### src/rtl/tmr_pkg.sv
package tmr_pkg;

  localparam int BYTE_W = 8;
  localparam int CNT_W  = 2 * BYTE_W;
  localparam int CFG_W  = 6;

  // access width field of a configuration command
  typedef enum logic [1:0] {
    ACC_LATCH = 2'b00,
    ACC_LO    = 2'b01,
    ACC_HI    = 2'b10,
    ACC_WORD  = 2'b11
  } acc_e;

  typedef struct packed {
    acc_e       acc;
    logic [2:0] mode;
    logic       bcd;
  } chcfg_t;

  localparam logic [1:0] SEL_RB   = 2'b11;
  localparam logic [1:0] CTL_ADDR = 2'b11;
  localparam chcfg_t     CFG_RST  = '{acc: ACC_WORD, mode: 3'd0, bcd: 1'b0};

  // status snapshot layout: level, pending flag, then configuration
  function automatic logic [BYTE_W-1:0] sts_byte(input logic lvl, input logic pend,
                                                 input chcfg_t c);
    return {lvl, pend, c.acc, c.mode, c.bcd};
  endfunction

  // true when the next count read must deliver the upper byte
  function automatic logic rd_hi_byte(input acc_e acc, input logic ptr);
    return (acc == ACC_HI) || ((acc == ACC_WORD) && ptr);
  endfunction

  function automatic logic [BYTE_W-1:0] pick_byte(input logic [CNT_W-1:0] v, input logic hi);
    return hi ? v[CNT_W-1:BYTE_W] : v[BYTE_W-1:0];
  endfunction

  // full count value produced by the completing write
  function automatic logic [CNT_W-1:0] merge_load(input acc_e acc,
                                                  input logic [BYTE_W-1:0] lo_prev,
                                                  input logic [BYTE_W-1:0] d);
    case (acc)
      ACC_LO:  return {{BYTE_W{1'b0}}, d};
      ACC_HI:  return {d, {BYTE_W{1'b0}}};
      default: return {d, lo_prev};
    endcase
  endfunction

endpackage

### src/rtl/tmr_ctl_decode.sv
module tmr_ctl_decode
  import tmr_pkg::*;
#(
  parameter int NCH = 3
) (
  input  logic              clk,
  input  logic              rst_n,
  input  logic              cs,
  input  logic              rd,
  input  logic              wr,
  input  logic [1:0]        addr,
  input  logic [BYTE_W-1:0] wdata,
  output logic [NCH-1:0]    cfg_wr,
  output logic [NCH-1:0]    latch_cmd,
  output logic [NCH-1:0]    rb_cnt,
  output logic [NCH-1:0]    rb_sts,
  output logic [NCH-1:0]    cnt_wr,
  output logic [NCH-1:0]    rd_hit,
  output chcfg_t            cfg_val
);

  logic wr_ev, rd_ev, ctl_hit, rb_hit;

  // a cycle with both strobes is treated as no access
  assign wr_ev   = cs & wr & ~rd;
  assign rd_ev   = cs & rd & ~wr;
  assign ctl_hit = wr_ev && (addr == CTL_ADDR);
  assign rb_hit  = ctl_hit && (wdata[7:6] == SEL_RB) && !wdata[0];

  always_comb begin
    cfg_val.acc  = acc_e'(wdata[5:4]);
    cfg_val.mode = wdata[3:1];
    cfg_val.bcd  = wdata[0];
  end

  for (genvar i = 0; i < NCH; i++) begin : g_ch
    localparam logic [1:0] CH_ID = 2'(i);
    logic sel_me;
    assign sel_me       = ctl_hit && (wdata[7:6] == CH_ID);
    assign cfg_wr[i]    = sel_me && (wdata[5:4] != ACC_LATCH);
    assign latch_cmd[i] = sel_me && (wdata[5:4] == ACC_LATCH);
    assign rb_cnt[i]    = rb_hit && !wdata[5] && wdata[1+i];
    assign rb_sts[i]    = rb_hit && !wdata[4] && wdata[1+i];
    assign cnt_wr[i]    = wr_ev && (addr == CH_ID);
    assign rd_hit[i]    = rd_ev && (addr == CH_ID);
  end


  ch_access_onehot_chk: assert property (@(posedge clk) disable iff (!rst_n)
    $onehot0(cnt_wr | rd_hit | cfg_wr | latch_cmd));


  rb_excl_chk: assert property (@(posedge clk) disable iff (!rst_n)
    (|(rb_cnt | rb_sts)) |-> ((cfg_wr == '0) && (latch_cmd == '0) && (cnt_wr == '0)));

endmodule

### src/rtl/tmr_chan_regs.sv
module tmr_chan_regs
  import tmr_pkg::*;
(
  input  logic              clk,
  input  logic              rst_n,
  input  logic              cfg_wr,
  input  chcfg_t            cfg_val,
  input  logic              latch_cmd,
  input  logic              rb_cnt,
  input  logic              rb_sts,
  input  logic              cnt_wr,
  input  logic              rd_hit,
  input  logic [BYTE_W-1:0] wdata,
  input  logic [CNT_W-1:0]  cur_cnt,
  input  logic              out_lvl,
  input  logic              taken,
  output logic [CNT_W-1:0]  ld_val,
  output logic              ld_stb,
  output logic              hold,
  output chcfg_t            cfg,
  output logic [BYTE_W-1:0] rd_byte
);

  chcfg_t              cfg_q;
  logic [BYTE_W-1:0]   lo_q;
  logic                wptr_q, rptr_q;
  logic [CNT_W-1:0]    cnt_lat_q;
  logic                cnt_held_q;
  logic [BYTE_W-1:0]   sts_lat_q;
  logic                sts_held_q;
  logic                pend_q;
  logic [CNT_W-1:0]    ld_val_q;
  logic                ld_stb_q, hold_q;

  // named internal events
  logic is_word, lo_stage, load_done, snap_cnt, snap_sts, rd_sts, rd_cnt, rd_last;
  logic [CNT_W-1:0] cnt_src;

  assign is_word   = (cfg_q.acc == ACC_WORD);
  assign lo_stage  = cnt_wr && is_word && !wptr_q;
  assign load_done = cnt_wr && !(is_word && !wptr_q);
  assign snap_cnt  = (latch_cmd | rb_cnt) && !cnt_held_q;
  assign snap_sts  = rb_sts && !sts_held_q;
  assign rd_sts    = rd_hit && sts_held_q;
  assign rd_cnt    = rd_hit && !sts_held_q;
  assign rd_last   = rd_cnt && (!is_word || rptr_q);

  assign cnt_src = cnt_held_q ? cnt_lat_q : cur_cnt;
  assign rd_byte = sts_held_q ? sts_lat_q : pick_byte(cnt_src, rd_hi_byte(cfg_q.acc, rptr_q));

  always_ff @(posedge clk or negedge rst_n) begin
    if (!rst_n) begin
      cfg_q      <= CFG_RST;
      lo_q       <= '0;
      wptr_q     <= 1'b0;
      rptr_q     <= 1'b0;
      cnt_lat_q  <= '0;
      cnt_held_q <= 1'b0;
      sts_lat_q  <= '0;
      sts_held_q <= 1'b0;
      pend_q     <= 1'b0;
      ld_val_q   <= '0;
      ld_stb_q   <= 1'b0;
      hold_q     <= 1'b0;
    end else begin
      ld_stb_q <= load_done;
      if (load_done) ld_val_q <= merge_load(cfg_q.acc, lo_q, wdata);

      if (cfg_wr) begin
        cfg_q      <= cfg_val;
        wptr_q     <= 1'b0;
        rptr_q     <= 1'b0;
        cnt_held_q <= 1'b0;
        sts_held_q <= 1'b0;
        hold_q     <= 1'b0;
      end else begin
        if (lo_stage) begin
          lo_q   <= wdata;
          wptr_q <= 1'b1;
          hold_q <= 1'b1;
        end else if (load_done) begin
          wptr_q <= 1'b0;
          hold_q <= 1'b0;
        end

        if (snap_cnt) begin
          cnt_lat_q  <= cur_cnt;
          cnt_held_q <= 1'b1;
          rptr_q     <= 1'b0;
        end else if (rd_cnt) begin
          if (is_word) rptr_q <= ~rptr_q;
          if (rd_last) cnt_held_q <= 1'b0;
        end

        if (snap_sts) begin
          sts_lat_q  <= sts_byte(out_lvl, pend_q, cfg_q);
          sts_held_q <= 1'b1;
        end else if (rd_sts) begin
          sts_held_q <= 1'b0;
        end
      end

      if (load_done)  pend_q <= 1'b1;
      else if (taken) pend_q <= 1'b0;
    end
  end

  assign ld_val = ld_val_q;
  assign ld_stb = ld_stb_q;
  assign hold   = hold_q;
  assign cfg    = cfg_q;


  stb_not_held_chk: assert property (@(posedge clk) disable iff (!rst_n)
    ld_stb_q |-> !hold_q);


  stb_sets_pend_chk: assert property (@(posedge clk) disable iff (!rst_n)
    ld_stb_q |-> pend_q);


  pend_clear_chk: assert property (@(posedge clk) disable iff (!rst_n)
    $fell(pend_q) |-> $past(taken));


  latch_frozen_chk: assert property (@(posedge clk) disable iff (!rst_n)
    (cnt_held_q && $past(cnt_held_q)) |-> $stable(cnt_lat_q));


  sts_first_chk: assert property (@(posedge clk) disable iff (!rst_n)
    (rd_hit && sts_held_q) |=> (!sts_held_q && $stable(cnt_held_q) && $stable(rptr_q)));

endmodule

### src/rtl/tmr_rd_mux.sv
module tmr_rd_mux
  import tmr_pkg::*;
#(
  parameter int NCH = 3
) (
  input  logic [1:0]            addr,
  input  logic [NCH*BYTE_W-1:0] ch_bytes,
  output logic [BYTE_W-1:0]     rdata
);

  always_comb begin
    rdata = '0;
    for (int k = 0; k < NCH; k++) begin
      if (addr == 2'(k)) rdata = ch_bytes[k*BYTE_W +: BYTE_W];
    end
  end

endmodule

### src/rtl/tmr_host_regs.sv
module tmr_host_regs
  import tmr_pkg::*;
#(
  parameter int NCH = 3
) (
  input  logic                 clk,
  input  logic                 rst_n,
  input  logic                 bus_cs,
  input  logic                 bus_rd,
  input  logic                 bus_wr,
  input  logic [1:0]           bus_addr,
  input  logic [BYTE_W-1:0]    bus_wdata,
  output logic [BYTE_W-1:0]    bus_rdata,
  output logic [NCH*CNT_W-1:0] cnt_ld_val,
  output logic [NCH-1:0]       cnt_ld_stb,
  output logic [NCH-1:0]       cnt_hold,
  output logic [NCH*3-1:0]     cnt_mode,
  output logic [NCH-1:0]       cnt_bcd,
  input  logic [NCH*CNT_W-1:0] cnt_cur,
  input  logic [NCH-1:0]       cnt_out,
  input  logic [NCH-1:0]       cnt_taken
);

  // channel numbers share the 2-bit address with the command register
  localparam int MODE_W = 3;

  logic [NCH-1:0] cfg_wr, latch_cmd, rb_cnt, rb_sts, cnt_wr, rd_hit;
  chcfg_t         cfg_val;
  logic [NCH*BYTE_W-1:0] ch_bytes;

  tmr_ctl_decode #(.NCH(NCH)) u_dec (
    .clk       (clk),
    .rst_n     (rst_n),
    .cs        (bus_cs),
    .rd        (bus_rd),
    .wr        (bus_wr),
    .addr      (bus_addr),
    .wdata     (bus_wdata),
    .cfg_wr    (cfg_wr),
    .latch_cmd (latch_cmd),
    .rb_cnt    (rb_cnt),
    .rb_sts    (rb_sts),
    .cnt_wr    (cnt_wr),
    .rd_hit    (rd_hit),
    .cfg_val   (cfg_val)
  );

  for (genvar i = 0; i < NCH; i++) begin : g_chan
    chcfg_t ch_cfg;
    tmr_chan_regs u_ch (
      .clk       (clk),
      .rst_n     (rst_n),
      .cfg_wr    (cfg_wr[i]),
      .cfg_val   (cfg_val),
      .latch_cmd (latch_cmd[i]),
      .rb_cnt    (rb_cnt[i]),
      .rb_sts    (rb_sts[i]),
      .cnt_wr    (cnt_wr[i]),
      .rd_hit    (rd_hit[i]),
      .wdata     (bus_wdata),
      .cur_cnt   (cnt_cur[i*CNT_W +: CNT_W]),
      .out_lvl   (cnt_out[i]),
      .taken     (cnt_taken[i]),
      .ld_val    (cnt_ld_val[i*CNT_W +: CNT_W]),
      .ld_stb    (cnt_ld_stb[i]),
      .hold      (cnt_hold[i]),
      .cfg       (ch_cfg),
      .rd_byte   (ch_bytes[i*BYTE_W +: BYTE_W])
    );
    assign cnt_mode[i*MODE_W +: MODE_W] = ch_cfg.mode;
    assign cnt_bcd[i]                   = ch_cfg.bcd;
  end

  tmr_rd_mux #(.NCH(NCH)) u_mux (
    .addr     (bus_addr),
    .ch_bytes (ch_bytes),
    .rdata    (bus_rdata)
  );

endmodule

### config.mk
export PLATFORM = sky130hd
export DESIGN_NAME = tmr_host_regs
export DESIGN_NICKNAME = d
export VERILOG_FILES = /design/src/rtl/tmr_pkg.sv /design/src/rtl/tmr_ctl_decode.sv /design/src/rtl/tmr_chan_regs.sv /design/src/rtl/tmr_rd_mux.sv /design/src/rtl/tmr_host_regs.sv
export SDC_FILE = /design/constraint.sdc
export NUM_CORES = 1
export LEC_CHECK = 0
export BUFFER_PORTS_ARGS = -buffer_cell sky130_fd_sc_hd__clkbuf_2
export CAP_MARGIN = 25
export CORE_MARGIN = 2
export CORE_UTILIZATION = 40
export DETAILED_ROUTE_END_ITERATION = 10
export PLACE_DENSITY_LB_ADDON = 0.15
export SETUP_SLACK_MARGIN = 0.4
export SYNTH_ARGS = -nofsm -noshare
export SYNTH_HDL_FRONTEND = slang
export SYNTH_SLANG_ARGS = --single-unit
### constraint.sdc
create_clock -name clk -period 2.2 [get_ports clk]
set_clock_uncertainty 0.1 [all_clocks]
set_input_delay 0.33 -clock clk [delete_from_list [all_inputs] [get_ports clk]]
set_output_delay 0.33 -clock clk [all_outputs]
set_load 0.05 [all_outputs]
==> impl_metrics.json <==
{
  "outcome": "finished, violations left",
  "violations": "negative setup slack",
  "io_pins": 143,
  "worst_slack_ns": -0.658,
  "start_util": 0.408,
  "cp-start-kind": "flop",
  "worstPathRequired_ns": 1.77,
  "dieWidth_um": 151,
  "die_h_um": 151,
  "irDropWorstVdd_uv": 489,
  "cts_made_buffers": 17,
  "fill_cells": 1825,
  "drc": 0,
  "cp_max_fo": 7,
  "synth.net_count": 818,
  "nNetsFinal": 1000,
  "routed_wl_mm": 23.7,
  "synth.area.top_cells": "dfrtp_1 51%, mux2_2 12%, mux4_2 6.3%, nand2_1 4.7%, a21oi_1 2.5%",
  "cts_tree": "done",
  "fin_util": 0.546,
  "clock_path_buffers": 2,
  "track_usage": 0.219,
  "synth_top_area_frac": 0.506,
  "std_cell_rows": 53,
  "period_minus_slack_ns": 2.86,
  "critPathArrivalTime_ns": 2.43,
  "drt-pass1-iter-count": 4,
  "synth_top_flop_cell": "dfrtp_1",
  "maxCapViolations": 0,
  "hold_viol": 0,
  "synth_area_um2": 8610,
  "synth_edf_count": 0,
  "syn_inst": 740,
  "cts_root_buf": "clkbuf_16",
  "clock_latency_ns": 0.43,
  "dpl_worst_slack_ns": -0.331,
  "timing.fmax_mhz": 350,
  "period_share": 1.30,
  "first_global_vias": 6842,
  "worst_slew_pin_slew_ns": 0.826,
  "die_area_um2": 22700,
  "detail-route-antenna-nets": 0,
  "min-delay-path-class": "in -> reg",
  "syn_avg_cell_area_um2": 11.6,
  "yosysUniqueCellTypes": 52,
  "rsz0062_at_grt": "true",
  "clk_transition_reported_paths_ns": 0.07,
  "core_um2": 21100,
  "slew_viol_final": 0,
  "vias_per_cell": 5.28,
  "power.leakage_nw": 5.55,
  "yosysWarnings": 0,
  "end_kind": "output port",
  "place_congestion": 0.840,
  "async_reset_ff_frac": 1.00,
  "cts_sinks": 180,
  "slew_headroom": 0.449,
  "grt_start_max_net_pins": 59,
  "setup-violations-final": 8,
  "num_vias": 6385,
  "drive_above_1_share": 0.480,
  "diodes": 0,
  "synth_seq_area_share": 0.524,
  "crit_type": "reg -> out",
  "drtIter0Drc": 312,
  "grt_pass1_wl_mm": 37.5,
  "power_per_cell_area_nw_per_um2": 941,
  "hpwl_mm": 17.1,
  "h-tree-depth": 4,
  "antenna_found_initial": 0,
  "areaGrowthSynthToFinish_pct": 33.7,
  "grt.overflow.total": 0,
  "portBuffers": 142,
  "synth_area_leader_cell": "dfrtp_1",
  "yosys_register_bits": 180,
  "post_drt_wl_per_cell_um": 19.6
}
## state kept, by name (all words and copies together) (netlist names)
register                flops
g_chan.u_ch.ld_val         48
g_chan.u_ch.wptr_q          3
g_chan.u_ch.lo_q           24
g_chan.u_ch.rptr_q          3
g_chan.u_ch.cfg            18
g_chan.u_ch.cnt_held_q      3
g_chan.u_ch.ld_stb          3
g_chan.u_ch.sts_lat_q      24
g_chan.u_ch.sts_held_q      3
g_chan.u_ch.cnt_lat_q      48
g_chan.u_ch.pend_q          3
## layout make-up
cell class / instances / area (um^2) / share of cell area
flip-flops and latches: 180 / 4510 / 0.392
repair buffers: 229 / 1700 / 0.148
multi-input cells: 478 / 4320 / 0.375
clock inverters: 8 / 100 / 0.00870
inverters: 16 / 65.1 / 0.00565
clock buffers: 23 / 468 / 0.0407
well taps: 275 / 344 / 0.0299
## critical path, stage by stage, from the launching register on
cell,delay [ns]
dfstp_2,0.55
inv_2,0.05
ha_4,0.16
a21oi_4,0.15
buf_12,0.14
mux4_2,0.32
a221oi_4,0.30
a22oi_2,0.14
buf_8,0.17
## metrics by stage
step                power, mW  area (um^2)  hold WS [ns]  instances  setup TNS [ns]
floorplan                6.60         9050       -0.0656        740          -0.298
global placement         7.55        10400         0.263       1154           -2.08
detailed placement       7.65        10400         0.274       1154           -3.29
CTS                      10.9        11400        0.0301       1205           -5.29
global route             11.3        11500        0.0333       1209           -5.74
finish                   10.8        11500        0.0426       1209           -5.04
## repair_timing
| item | CTS | global route |
|---|---|---|
| gates resized for setup | 63 | 18 |
| pin swaps | 7 | 6 |
| setup buffers | 14 | 4 |
| gates cloned | 2 | 0 |
| endpoints found under the hold margin | 51 | 0 |
| setup endpoints to repair | 120 | 134 |
| hold buffers | 4 | 0 |
## path summary, 6_finish.rpt
kind	startpoint	cells after the start	endpoint	slack, ns
worst max-delay path	g_chan[0].u_ch.cfg[4]	8	bus_rdata[3]	-0.66
worst min-delay path	cnt_out[2]	2	g_chan[2].u_ch.sts_lat_q[7]	0.04
worst max register to register	g_chan[0].u_ch.cfg[5]	6	g_chan[0].u_ch.lo_q[5]	0.14
worst min register to register	g_chan[1].u_ch.ld_val[8]	2	g_chan[1].u_ch.ld_val[8]	0.37
max in group asynchronous	rst_n	3	g_chan[0].u_ch.sts_held_q	0.97
min in group asynchronous	rst_n	2	g_chan[1].u_ch.sts_lat_q[4]	0.37
## per-layer routing
layer  global-route usage  vias to the layer above  part of all wire
met5                    0                        -                 0
met4               0.0631                        0             0.017
li1                     -                     2958                 -
met2                0.350                      158              0.48
met1                0.305                     3243              0.46
met3               0.0421                       26             0.047
## cell families after synthesis
family                   synth area share
XOR/XNOR                          0.00305
AO/OA/AOI/OAI                      0.0722
flip-flops                          0.524
multiplexers                        0.217
adder cells (fa/ha/maj)            0.0131
buffers and inverters              0.0465
AND/OR/NAND/NOR                     0.124
## cells in the final DEF (no fill, tap or decap), types with 4 or more instances in the layout
| master | netlist | final |
|---|---|---|
| a21oi_1 | 43 | 40 |
| clkbuf_16 | 0 | 17 |
| buf_12 | 0 | 16 |
| a22oi_2 | 0 | 8 |
| inv_1 | 12 | 10 |
| buf_6 | 1 | 10 |
| ha_4 | 0 | 5 |
| mux2_4 | 8 | 59 |
| ha_1 | 9 | 4 |
| clkbuf_1 | 34 | 4 |
| nand2b_1 | 7 | 5 |
| mux2_2 | 93 | 49 |
| dlygate4sd3_1 | 0 | 4 |
| nor3_1 | 6 | 4 |
| inv_2 | 3 | 4 |
| nor2_1 | 34 | 34 |
| buf_8 | 0 | 9 |
| clkbuf_2 | 1 | 131 |
| dfstp_2 | 6 | 6 |
| a21o_1 | 7 | 7 |
| dfrtp_1 | 174 | 172 |
| nand3_1 | 31 | 30 |
| a221oi_4 | 0 | 6 |
| o21ai_0 | 32 | 31 |
| mux2i_1 | 8 | 8 |
| nor2b_1 | 7 | 7 |
| mux4_2 | 24 | 24 |
| nand2_1 | 108 | 108 |
| buf_4 | 20 | 56 |
## cells in the mapped netlist (3+ instances only)
cell type	count
dfrtp_1	174
mux2_4	8
a22oi_1	8
inv_1	12
dfstp_2	6
a21oi_1	43
nor2_1	34
nor2b_1	7
buf_2	7
mux2i_1	8
or2_2	3
a21o_1	7
nand3_1	31
o21ai_0	32
nand2b_1	7
buf_1	3
nor3_1	6
and3b_1	3
mux2_1	7
nand2_1	108
mux2_2	93
clkbuf_1	34
a221oi_1	8
inv_2	3
buf_4	20
mux4_2	24
nor4_2	3
ha_1	9
## power by group
part | switching (mW) | internal, mW
clock network | 1.27 | 1.73
logic | 2.20 | 1.42
registers | 0.367 | 3.85
total | 3.84 | 7.00
(Power assumes the default switching activity.)
